===== config.mk =====
export PLATFORM = sky130hd
export DESIGN_NAME = sysctl_bank
export DESIGN_NICKNAME = d
export VERILOG_FILES = /design/src/rtl/sysctl_pkg.sv /design/src/rtl/sysctl_decode.sv /design/src/rtl/sysctl_store.sv /design/src/rtl/sysctl_release.sv /design/src/rtl/sysctl_bank.sv
export SDC_FILE = /design/constraint.sdc
export NUM_CORES = 2
export LEC_CHECK = 0
export BUFFER_PORTS_ARGS = -buffer_cell sky130_fd_sc_hd__clkbuf_2
export CAP_MARGIN = 20
export CORE_ASPECT_RATIO = 2
export CORE_MARGIN = 4
export CORE_UTILIZATION = 50
export DETAILED_ROUTE_END_ITERATION = 6
export GPL_TIMING_DRIVEN = 0
export PLACE_DENSITY_LB_ADDON = 0.25
export SLEW_MARGIN = 20
export SYNTH_ARGS = -nofsm -noshare
export SYNTH_HDL_FRONTEND = slang
export SYNTH_HIERARCHICAL = 1
export SYNTH_SLANG_ARGS = --single-unit

===== constraint.sdc =====
create_clock -name clk -period 3.6 [get_ports clk]
set_input_delay 0.36 -clock clk [delete_from_list [all_inputs] [get_ports clk]]
set_output_delay 0.36 -clock clk [all_outputs]
set_load 0.02 [all_outputs]

===== src/rtl/sysctl_pkg.sv =====
package sysctl_pkg;

    localparam int WORD_W  = 32;
    localparam int ADDR_W  = 12;
    localparam int WIDX_W  = ADDR_W - 2;
    localparam int CPU_MAX = 2;

    // storage slot numbering (internal only)
    localparam int SL_DBG       = 0;
    localparam int SL_SECCTL    = 1;
    localparam int SL_FDIV      = 2;
    localparam int SL_SDIV      = 3;
    localparam int SL_CFORCE    = 4;
    localparam int SL_RCAUSE    = 5;
    localparam int SL_RMASK     = 6;
    localparam int SL_RETAIN    = 7;
    localparam int SL_VTOR0     = 8;
    localparam int SL_VTOR1     = 9;
    localparam int SL_HOLD      = 10;
    localparam int SL_NMI       = 11;
    localparam int SL_WAKEI     = 12;
    localparam int SL_EWAKE     = 13;
    localparam int SL_PWR       = 14;
    localparam int SL_SNS_SYS   = 15;
    localparam int SL_SNS_CPU0  = 16;
    localparam int SL_SNS_SRAM0 = 17;
    localparam int SL_SNS_SRAM1 = 18;
    localparam int SL_SNS_A     = 19;
    localparam int SL_SNS_B     = 20;
    localparam int SLOT_N       = 21;
    localparam int SLOT_W       = $clog2(SLOT_N);

    // bit positions that neighbours act on
    localparam int SWRST_BIT   = 9;
    localparam int LOCK_BIT    = 0;
    localparam int VTOR_LSB    = 7;
    localparam int UNLOCK_BIT  = 0;

    localparam logic [WIDX_W-1:0] W_SWRST    = 10'h042;
    localparam logic [WIDX_W-1:0] W_ID_FIRST = 10'h3F4;

    typedef enum logic [2:0] {
        AK_NONE,
        AK_STORE,
        AK_STATUS,
        AK_DBG_SET,
        AK_DBG_CLR,
        AK_SWRST,
        AK_IDWORD
    } acc_kind_e;

    typedef struct packed {
        acc_kind_e         kind;
        logic [SLOT_W-1:0] slot;
        logic [3:0]        id_idx;
    } dec_t;

    function automatic int cpu_count(input int variant);
        return (variant == 2) ? 1 : 2;
    endfunction

    function automatic logic [WORD_W-1:0] slot_reset(input int slot,
                                                     input logic [WORD_W-1:0] vtor_rst,
                                                     input logic [WORD_W-1:0] hold_rst);
        case (slot)
            SL_RCAUSE:          return 32'h0000_0001;
            SL_PWR:             return 32'h0000_0003;
            SL_SNS_SYS:         return 32'h0000_007F;
            SL_VTOR0, SL_VTOR1: return vtor_rst;
            SL_HOLD:            return hold_rst;
            default:            return '0;
        endcase
    endfunction

    function automatic logic [7:0] id_byte(input int variant, input logic [3:0] idx);
        case (idx)
            4'd0:    return 8'h04;
            4'd4:    return 8'h54;
            4'd5:    return 8'hB8;
            4'd6:    return (variant == 0) ? 8'h0B : 8'h1B;
            4'd8:    return 8'h0D;
            4'd9:    return 8'hF0;
            4'd10:   return 8'h05;
            4'd11:   return 8'hB1;
            default: return 8'h00;
        endcase
    endfunction

    function automatic dec_t mk(input acc_kind_e k, input int slot);
        dec_t d;
        d.kind   = k;
        d.slot   = SLOT_W'(slot);
        d.id_idx = '0;
        return d;
    endfunction

    // word index -> access kind and slot, per variant
    function automatic dec_t decode_word(input int variant, input logic [WIDX_W-1:0] w);
        dec_t d;
        d = mk(AK_NONE, 0);
        case (w)
            10'h000: d = mk(AK_STATUS, SL_DBG);
            10'h001: d = mk(AK_DBG_SET, 0);
            10'h002: d = mk(AK_DBG_CLR, 0);
            10'h003: if (variant != 0) d = mk(AK_STORE, SL_SECCTL);
            10'h004: if (variant != 0) d = mk(AK_STORE, SL_FDIV);
            10'h005: if (variant != 0) d = mk(AK_STORE, SL_SDIV);
            10'h006: if (variant != 0) d = mk(AK_STORE, SL_CFORCE);
            10'h040: d = mk(AK_STORE, SL_RCAUSE);
            10'h041: d = mk(AK_STORE, SL_RMASK);
            10'h042: d = mk(AK_SWRST, 0);
            10'h043: d = mk(AK_STORE, SL_RETAIN);
            10'h044: d = mk(AK_STORE, SL_VTOR0);
            10'h045: if (variant == 1) d = mk(AK_STORE, SL_VTOR1);
            10'h046: if (variant != 2) d = mk(AK_STORE, SL_HOLD);
            10'h047: if (variant == 1) d = mk(AK_STORE, SL_NMI);
            10'h048: d = (variant == 2) ? mk(AK_STORE, SL_HOLD) : mk(AK_STORE, SL_WAKEI);
            10'h049: begin
                if (variant == 1)      d = mk(AK_STORE, SL_EWAKE);
                else if (variant == 2) d = mk(AK_STORE, SL_NMI);
            end
            10'h07F: if (variant == 2) d = mk(AK_STORE, SL_PWR);
            10'h080: if (variant != 0) d = mk(AK_STORE, SL_SNS_SYS);
            10'h081: if (variant == 2) d = mk(AK_STORE, SL_SNS_CPU0);
            10'h083: if (variant == 1) d = mk(AK_STORE, SL_SNS_SRAM0);
            10'h084: if (variant == 1) d = mk(AK_STORE, SL_SNS_SRAM1);
            10'h085: if (variant != 0) d = mk(AK_STORE, SL_SNS_A);
            10'h086: if (variant != 0) d = mk(AK_STORE, SL_SNS_B);
            default: begin
                if (w >= W_ID_FIRST) begin
                    d.kind   = AK_IDWORD;
                    d.id_idx = 4'(w - W_ID_FIRST);
                end
            end
        endcase
        return d;
    endfunction

endpackage


===== src/rtl/sysctl_decode.sv =====
module sysctl_decode
    import sysctl_pkg::*;
#(
    parameter int VARIANT = 1
) (
    input  logic [ADDR_W-1:0] addr,
    output dec_t              dec
);
    // byte-lane bits do not take part in decode
    logic unused_lane;
    assign unused_lane = ^addr[1:0];

    always_comb begin
        dec = decode_word(VARIANT, addr[ADDR_W-1:2]);
    end
endmodule


===== src/rtl/sysctl_store.sv =====
module sysctl_store
    import sysctl_pkg::*;
#(
    parameter int                VARIANT  = 1,
    parameter logic [WORD_W-1:0] VTOR_RST = 32'h1000_0000,
    parameter logic [WORD_W-1:0] HOLD_RST = '0
) (
    input  logic                         clk,
    input  logic                         rst,
    input  logic                         wr_en,
    input  dec_t                         dec,
    input  logic [WORD_W-1:0]            wdata,
    output logic [SLOT_N-1:0][WORD_W-1:0] slots
);
    logic unused_idx;
    assign unused_idx = ^dec.id_idx;

    logic vtor_locked;
    logic pwr_locked;
    assign vtor_locked = (VARIANT == 2) && slots[SL_VTOR0][LOCK_BIT];
    assign pwr_locked  = !slots[SL_PWR][UNLOCK_BIT];

    for (genvar s = 0; s < SLOT_N; s++) begin : g_slot
        localparam logic [WORD_W-1:0] RST_V = slot_reset(s, VTOR_RST, HOLD_RST);
        logic [WORD_W-1:0] r;
        logic              hit;
        logic              gate;

        assign slots[s] = r;
        assign hit      = wr_en && (dec.kind == AK_STORE) && (dec.slot == SLOT_W'(s));

        if (s == SL_VTOR0) begin : g_vtor_gate
            assign gate = !vtor_locked;
        end else if (s == SL_PWR) begin : g_pwr_gate
            assign gate = !pwr_locked;
        end else begin : g_open
            assign gate = 1'b1;
        end

        if (s == SL_DBG) begin : g_setclr
            always_ff @(posedge clk) begin
                if (rst) begin
                    r <= RST_V;
                end else if (wr_en && dec.kind == AK_DBG_SET) begin
                    r <= r | wdata;
                end else if (wr_en && dec.kind == AK_DBG_CLR) begin
                    r <= r & ~wdata;
                end
            end
        end else begin : g_plain
            always_ff @(posedge clk) begin
                if (rst) begin
                    r <= RST_V;
                end else if (hit && gate) begin
                    r <= wdata;
                end
            end
        end
    end
endmodule


===== src/rtl/sysctl_release.sv =====
module sysctl_release
    import sysctl_pkg::*;
#(
    parameter int VARIANT = 1
) (
    input  logic               clk,
    input  logic               rst,
    input  logic               hold_we,
    input  logic [CPU_MAX-1:0] hold_q,
    input  logic [CPU_MAX-1:0] hold_new,
    output logic [CPU_MAX-1:0] release_o
);
    localparam int CPU_N = cpu_count(VARIANT);

    for (genvar c = 0; c < CPU_MAX; c++) begin : g_cpu
        logic r;
        assign release_o[c] = r;
        if (c < CPU_N) begin : g_live
            always_ff @(posedge clk) begin
                if (rst) r <= 1'b0;
                else     r <= hold_we && hold_q[c] && !hold_new[c];
            end
        end else begin : g_absent
            logic unused_bits;
            assign unused_bits = hold_q[c] ^ hold_new[c];
            assign r = 1'b0;
        end
    end
endmodule


===== src/rtl/sysctl_bank.sv =====
module sysctl_bank
    import sysctl_pkg::*;
#(
    parameter int                 VARIANT  = 1,
    parameter logic [WORD_W-1:0]  VTOR_RST = 32'h1000_0000,
    parameter logic [CPU_MAX-1:0] HOLD_RST = '0
) (
    input  logic               clk,
    input  logic               rst,
    input  logic               bus_sel,
    input  logic               bus_wr,
    input  logic [ADDR_W-1:0]  bus_addr,
    input  logic [WORD_W-1:0]  bus_wdata,
    output logic [WORD_W-1:0]  bus_rdata,
    output logic               sys_rst_req,
    output logic [CPU_MAX-1:0] cpu_release,
    output logic [WORD_W-1:0]  cpu_vtor0,
    output logic [WORD_W-1:0]  cpu_vtor1
);
    if (VARIANT < 0 || VARIANT > 2) begin : g_bad_variant
        $error("sysctl_bank: VARIANT must be 0, 1 or 2");
    end

    dec_t                          dec;
    logic                          wr_en;
    logic [SLOT_N-1:0][WORD_W-1:0] slots;
    logic                          hold_we;
    logic [WORD_W-1:0]             rd_word;

    assign wr_en = bus_sel && bus_wr;

    sysctl_decode #(.VARIANT(VARIANT)) u_decode (
        .addr (bus_addr),
        .dec  (dec)
    );

    sysctl_store #(
        .VARIANT  (VARIANT),
        .VTOR_RST (VTOR_RST),
        .HOLD_RST (WORD_W'(HOLD_RST))
    ) u_store (
        .clk   (clk),
        .rst   (rst),
        .wr_en (wr_en),
        .dec   (dec),
        .wdata (bus_wdata),
        .slots (slots)
    );

    assign hold_we = wr_en && (dec.kind == AK_STORE) && (dec.slot == SLOT_W'(SL_HOLD));

    sysctl_release #(.VARIANT(VARIANT)) u_release (
        .clk       (clk),
        .rst       (rst),
        .hold_we   (hold_we),
        .hold_q    (slots[SL_HOLD][CPU_MAX-1:0]),
        .hold_new  (bus_wdata[CPU_MAX-1:0]),
        .release_o (cpu_release)
    );

    always_ff @(posedge clk) begin
        if (rst) sys_rst_req <= 1'b0;
        else     sys_rst_req <= wr_en && (dec.kind == AK_SWRST) && bus_wdata[SWRST_BIT];
    end

    always_comb begin
        rd_word = '0;
        case (dec.kind)
            AK_STORE, AK_STATUS: begin
                for (int s = 0; s < SLOT_N; s++) begin
                    if (dec.slot == SLOT_W'(s)) rd_word = slots[s];
                end
            end
            AK_IDWORD: rd_word = {{(WORD_W-8){1'b0}}, id_byte(VARIANT, dec.id_idx)};
            default:   rd_word = '0;
        endcase
    end

    assign bus_rdata = (bus_sel && !bus_wr) ? rd_word : '0;

    if (VARIANT == 2) begin : g_vtor_masked
        assign cpu_vtor0 = {slots[SL_VTOR0][WORD_W-1:VTOR_LSB], {VTOR_LSB{1'b0}}};
        assign cpu_vtor1 = '0;
    end else begin : g_vtor_full
        assign cpu_vtor0 = slots[SL_VTOR0];
        assign cpu_vtor1 = slots[SL_VTOR1];
    end
endmodule


==> results_dict.tcl <==
set metrics [dict create \
    design.core.area_um2 65700 \
    drt_wl_total_mm 182 \
    wl_per_cell_um 37.0 \
    whs_path_depth 3 \
    fin_ws_ns -0.848 \
    grt_use_total_pct 49.6 \
    fin_area_um2 42300 \
    die-area_um2 70800 \
    cts_htree_levels 2 \
    path_cells "buf_4 -> or4b_4 -> or2_4 -> a211o_1 -> o311ai_4 -> buf_12 -> or2_4 -> buf_12 -> nor2_4 -> buf_6 -> a221o_1 -> a2111oi_4 -> o311a_4 -> a211oi_4 -> clkbuf_8" \
    place_ws_ns -2.72 \
    hpwl_mm 128 \
    timing.final.crit_share_pct 124 \
    netlist_area_um2 33200 \
    ys.flop_type "dfxtp_1" \
    ir_worst_vdd_mv 0.423 \
    max_freq_ghz 0.225 \
    syn_area_per_cell_um2 9.36 \
    min_from "bus_wdata[9]" \
    synth_edf_count 0 \
    syn2layout_area_growth_pct 27.7 \
    p_leak_nw 19.5 \
    power_density_nw_per_um2 360 \
    fill_cells 5562 \
    hold_violations 2 \
    numPortBuffers 144 \
    fp-row-count 133 \
    cp.arrival_ns 4.09 \
    start_util_pct 50.5 \
    top_layer "met5" \
    dr.pass1.iters 6 \
    ys_ff_latch 675 \
    met1Wirelength_mm 58.6 \
    cp_top_family "compound AO/OA/AOI/OAI gates" \
    dieWidth_um 190 \
    clockRootBuffer "clkbuf_16" \
    drc 0 \
    syn_inst 3544 \
    hold-worst-slack_ns -0.00425 \
    clk_pin_slew_worst_paths_ns 0.06 \
    cts-buffers-inserted 61 \
    status "finished, violations left" \
    reg2reg_to "u_store/g_slot[14].r[9]$_SDFFE_PP0P_" \
    first_iter_violations 4320 \
    syn_nets 3602 \
    clk-insertion-delay-late_ns 0.70 \
    wl_met2_mm 77.7 \
    via_count 32700 \
    wl_met3_mm 20.1 \
    drt-vias-per-instance 6.67 \
    timing.reg2reg.setup_slack_ns 2.14 \
    worst_pin_slew_ns 1.32 \
    path_buf_inv 5 \
    multi_input_area_um2 19800 \
    clock_tree.buffer_depth 3 \
    ys_types 95 \
    path_max_fanout 6 \
    grt_pass1_vias 31400 \
    async_flop_share_pct 0 \
    worstHoldPathType "in2reg" \
    ff_latch_area_um2 13500 \
    violations "negative hold slack, negative setup slack" \
    ys.warnings.count 6 \
    slowest_delay_ns 0.80 \
    slowest_stage "a2111oi_4" \
    gp_congestion 1.06 \
    overflow 0 \
    clock-sinks 675 \
    cap_violations 0 \
    rsz0062_at_grt "yes" \
    die_h_um 372 \
    grt_max_degree 16 \
    antenna_found_initial 11 \
    worst_setup_path_start_kind "primary input" \
    layout_min_cycle_time_ns 4.45 \
    setup_viol 32 \
    layout.nets 4027 \
    yosysSeqAreaShare_pct 40.7 \
    endpoint_kind "output port" \
    grt_pass1_wl_mm 246 \
    ios 147 \
    r2r_start "u_store/g_slot[14].r[0]$_SDFFE_PP1P_" \
    required_ns 3.24 \
    worst-setup-path-type "in2out" \
    maxSlewHeadroom_pct 11.7 \
    r2r_cells 3 \
    cts_tree "done" \
    worst_clock_skew_ns 0.0249 \
    slew_violations 0 \
    placed_area_um2 35100 \
    drtAntennaViolNets 0 \
    drive_gt1_share_pct 22.8 \
]
## logic make-up after synthesis
family / after synthesis / synth area share, %
muxes: 657 / 19.8
DFF: 675 / 40.7
buffers and inverters: 370 / 5.15
adders and majority gates: 10 / 0.377
AOI/OAI and AO/OA: 643 / 12.9
and+or+nand+nor: 1187 / 21.0
xor gates and xnor gates: 2 / 0.0528
## worst register-to-register path, stage by stage, from the launching register on
cell and delay [ns]:
dfxtp_1 0.42, nand4_2 0.34, buf_4 0.37, mux2i_1 0.17
## stage by stage
step                      TNS (ns)  power, mW  instances  util [%]
after CTS                   -17.97       15.1       4838      62.4
after global placement     -558.34       8.38       4565      53.3
after floorplan           -0.00490       8.00       3544         -
after global routing        -19.07       15.4       4894      64.4
final                       -18.44       15.2       4905      64.4
after detailed placement   -266.02       8.38       4569      53.5
## cells in the mapped netlist, types with 8 or more instances
cell type  number  area, um2
a221oi_1       25        219
a22oi_1        82        616
inv_1          42        158
a32oi_1         9       78.8
a211oi_1       19        143
a21oi_1       150        751
o221ai_1       18        158
nand4_1        15       93.8
buf_1          11       41.3
clkbuf_1      165        619
nor3_1         42        210
a22o_1         18        158
a21o_1         13       97.6
o21ai_0       135        676
buf_4          32        240
a222oi_1        8       80.1
nor2_1        133        499
o22ai_1        32        200
nand2_1       140        526
buf_6           8       90.1
ha_1           10        125
nand3_2        13        130
nand3_1        40        200
mux2i_1       656       6570
a31oi_1        20        125
nor2_2          8       50.1
buf_2         111        556
nor2b_1        23        144
dfxtp_1       675      13500
o211ai_1       25        188
nand2b_1      676       4230
## cell usage in the layout (no fill, tap or decap), types with 13 or more instances in the layout
cell,count
o211ai_1,25
dfxtp_1,675
o221ai_1,15
a21o_1,13
a21oi_2,22
o21ai_1,18
nor2b_1,19
nor3_1,30
o22ai_1,26
clkbuf_1,162
nand4_1,15
clkbuf_16,62
a21oi_1,124
dlygate4sd3_1,26
buf_2,54
inv_1,37
buf_6,77
clkbuf_8,41
buf_4,153
nand2_4,14
nand3_1,29
a221oi_1,14
buf_12,60
nand2b_1,670
nor2_1,113
buf_8,24
nand2_1,116
a22oi_1,65
o21ai_0,106
mux2i_1,654
a22oi_2,18
nand3_2,20
clkbuf_2,111
nor2_4,23
a22o_1,17
## power by group
| group | switching [mW] | internal (mW) |
|---|---|---|
| registers | 0.0000892 | 7.46 |
| clock network | 3.20 | 3.67 |
| logic | 0.627 | 0.282 |
## worst max-delay path by stage
stage | slack [ns] | cells after the start | to | from
after floorplan | -0.005 | 13 | bus_rdata[1] | bus_addr[10]
after global placement | -3.41 | 12 | bus_rdata[11] | bus_addr[6]
after detailed placement | -2.72 | 14 | bus_rdata[24] | bus_addr[4]
after CTS | -0.74 | 16 | bus_rdata[4] | bus_addr[11]
after global routing | -0.89 | 15 | bus_rdata[24] | bus_addr[6]
final | -0.85 | 15 | bus_rdata[20] | bus_addr[6]
## repair_timing
action	CTS	global route
endpoints found under the hold margin	25	0
pin swaps	103	119
hold buffers	26	0
buffers inserted	136	64
cloned	2	1
setup endpoints to repair	34	32
resized for setup	578	196
## sequential cells by signal (all words and copies together), names as in the netlist, named ones only
register and flops:
u_store/g_slot.r 640, u_release/g_cpu.r 2, sys_rst_req 1
## metal layers
| metal | up-vias | global-route usage [%] |
|---|---|---|
| met1 | 15800 | 53.4 |
| li1 | 13300 | - |
| met3 | 1103 | 14.5 |
| met5 | - | 0 |
| met2 | 2591 | 75.5 |
| met4 | 6 | 50.3 |
## final cells by class
cell class,instances,area share [%]
Inverter,42,0.390
Sequential cell,675,31.9
Timing Repair Buffer,373,8.03
Clock buffer,99,4.41
Buffer,317,5.56
Clock inverter,12,0.295
Antenna cell,11,0.0650
Tap cell,877,2.59
Multi-Input combinational cell,2499,46.7
Note: power is estimated with default switching activity, not from simulation.
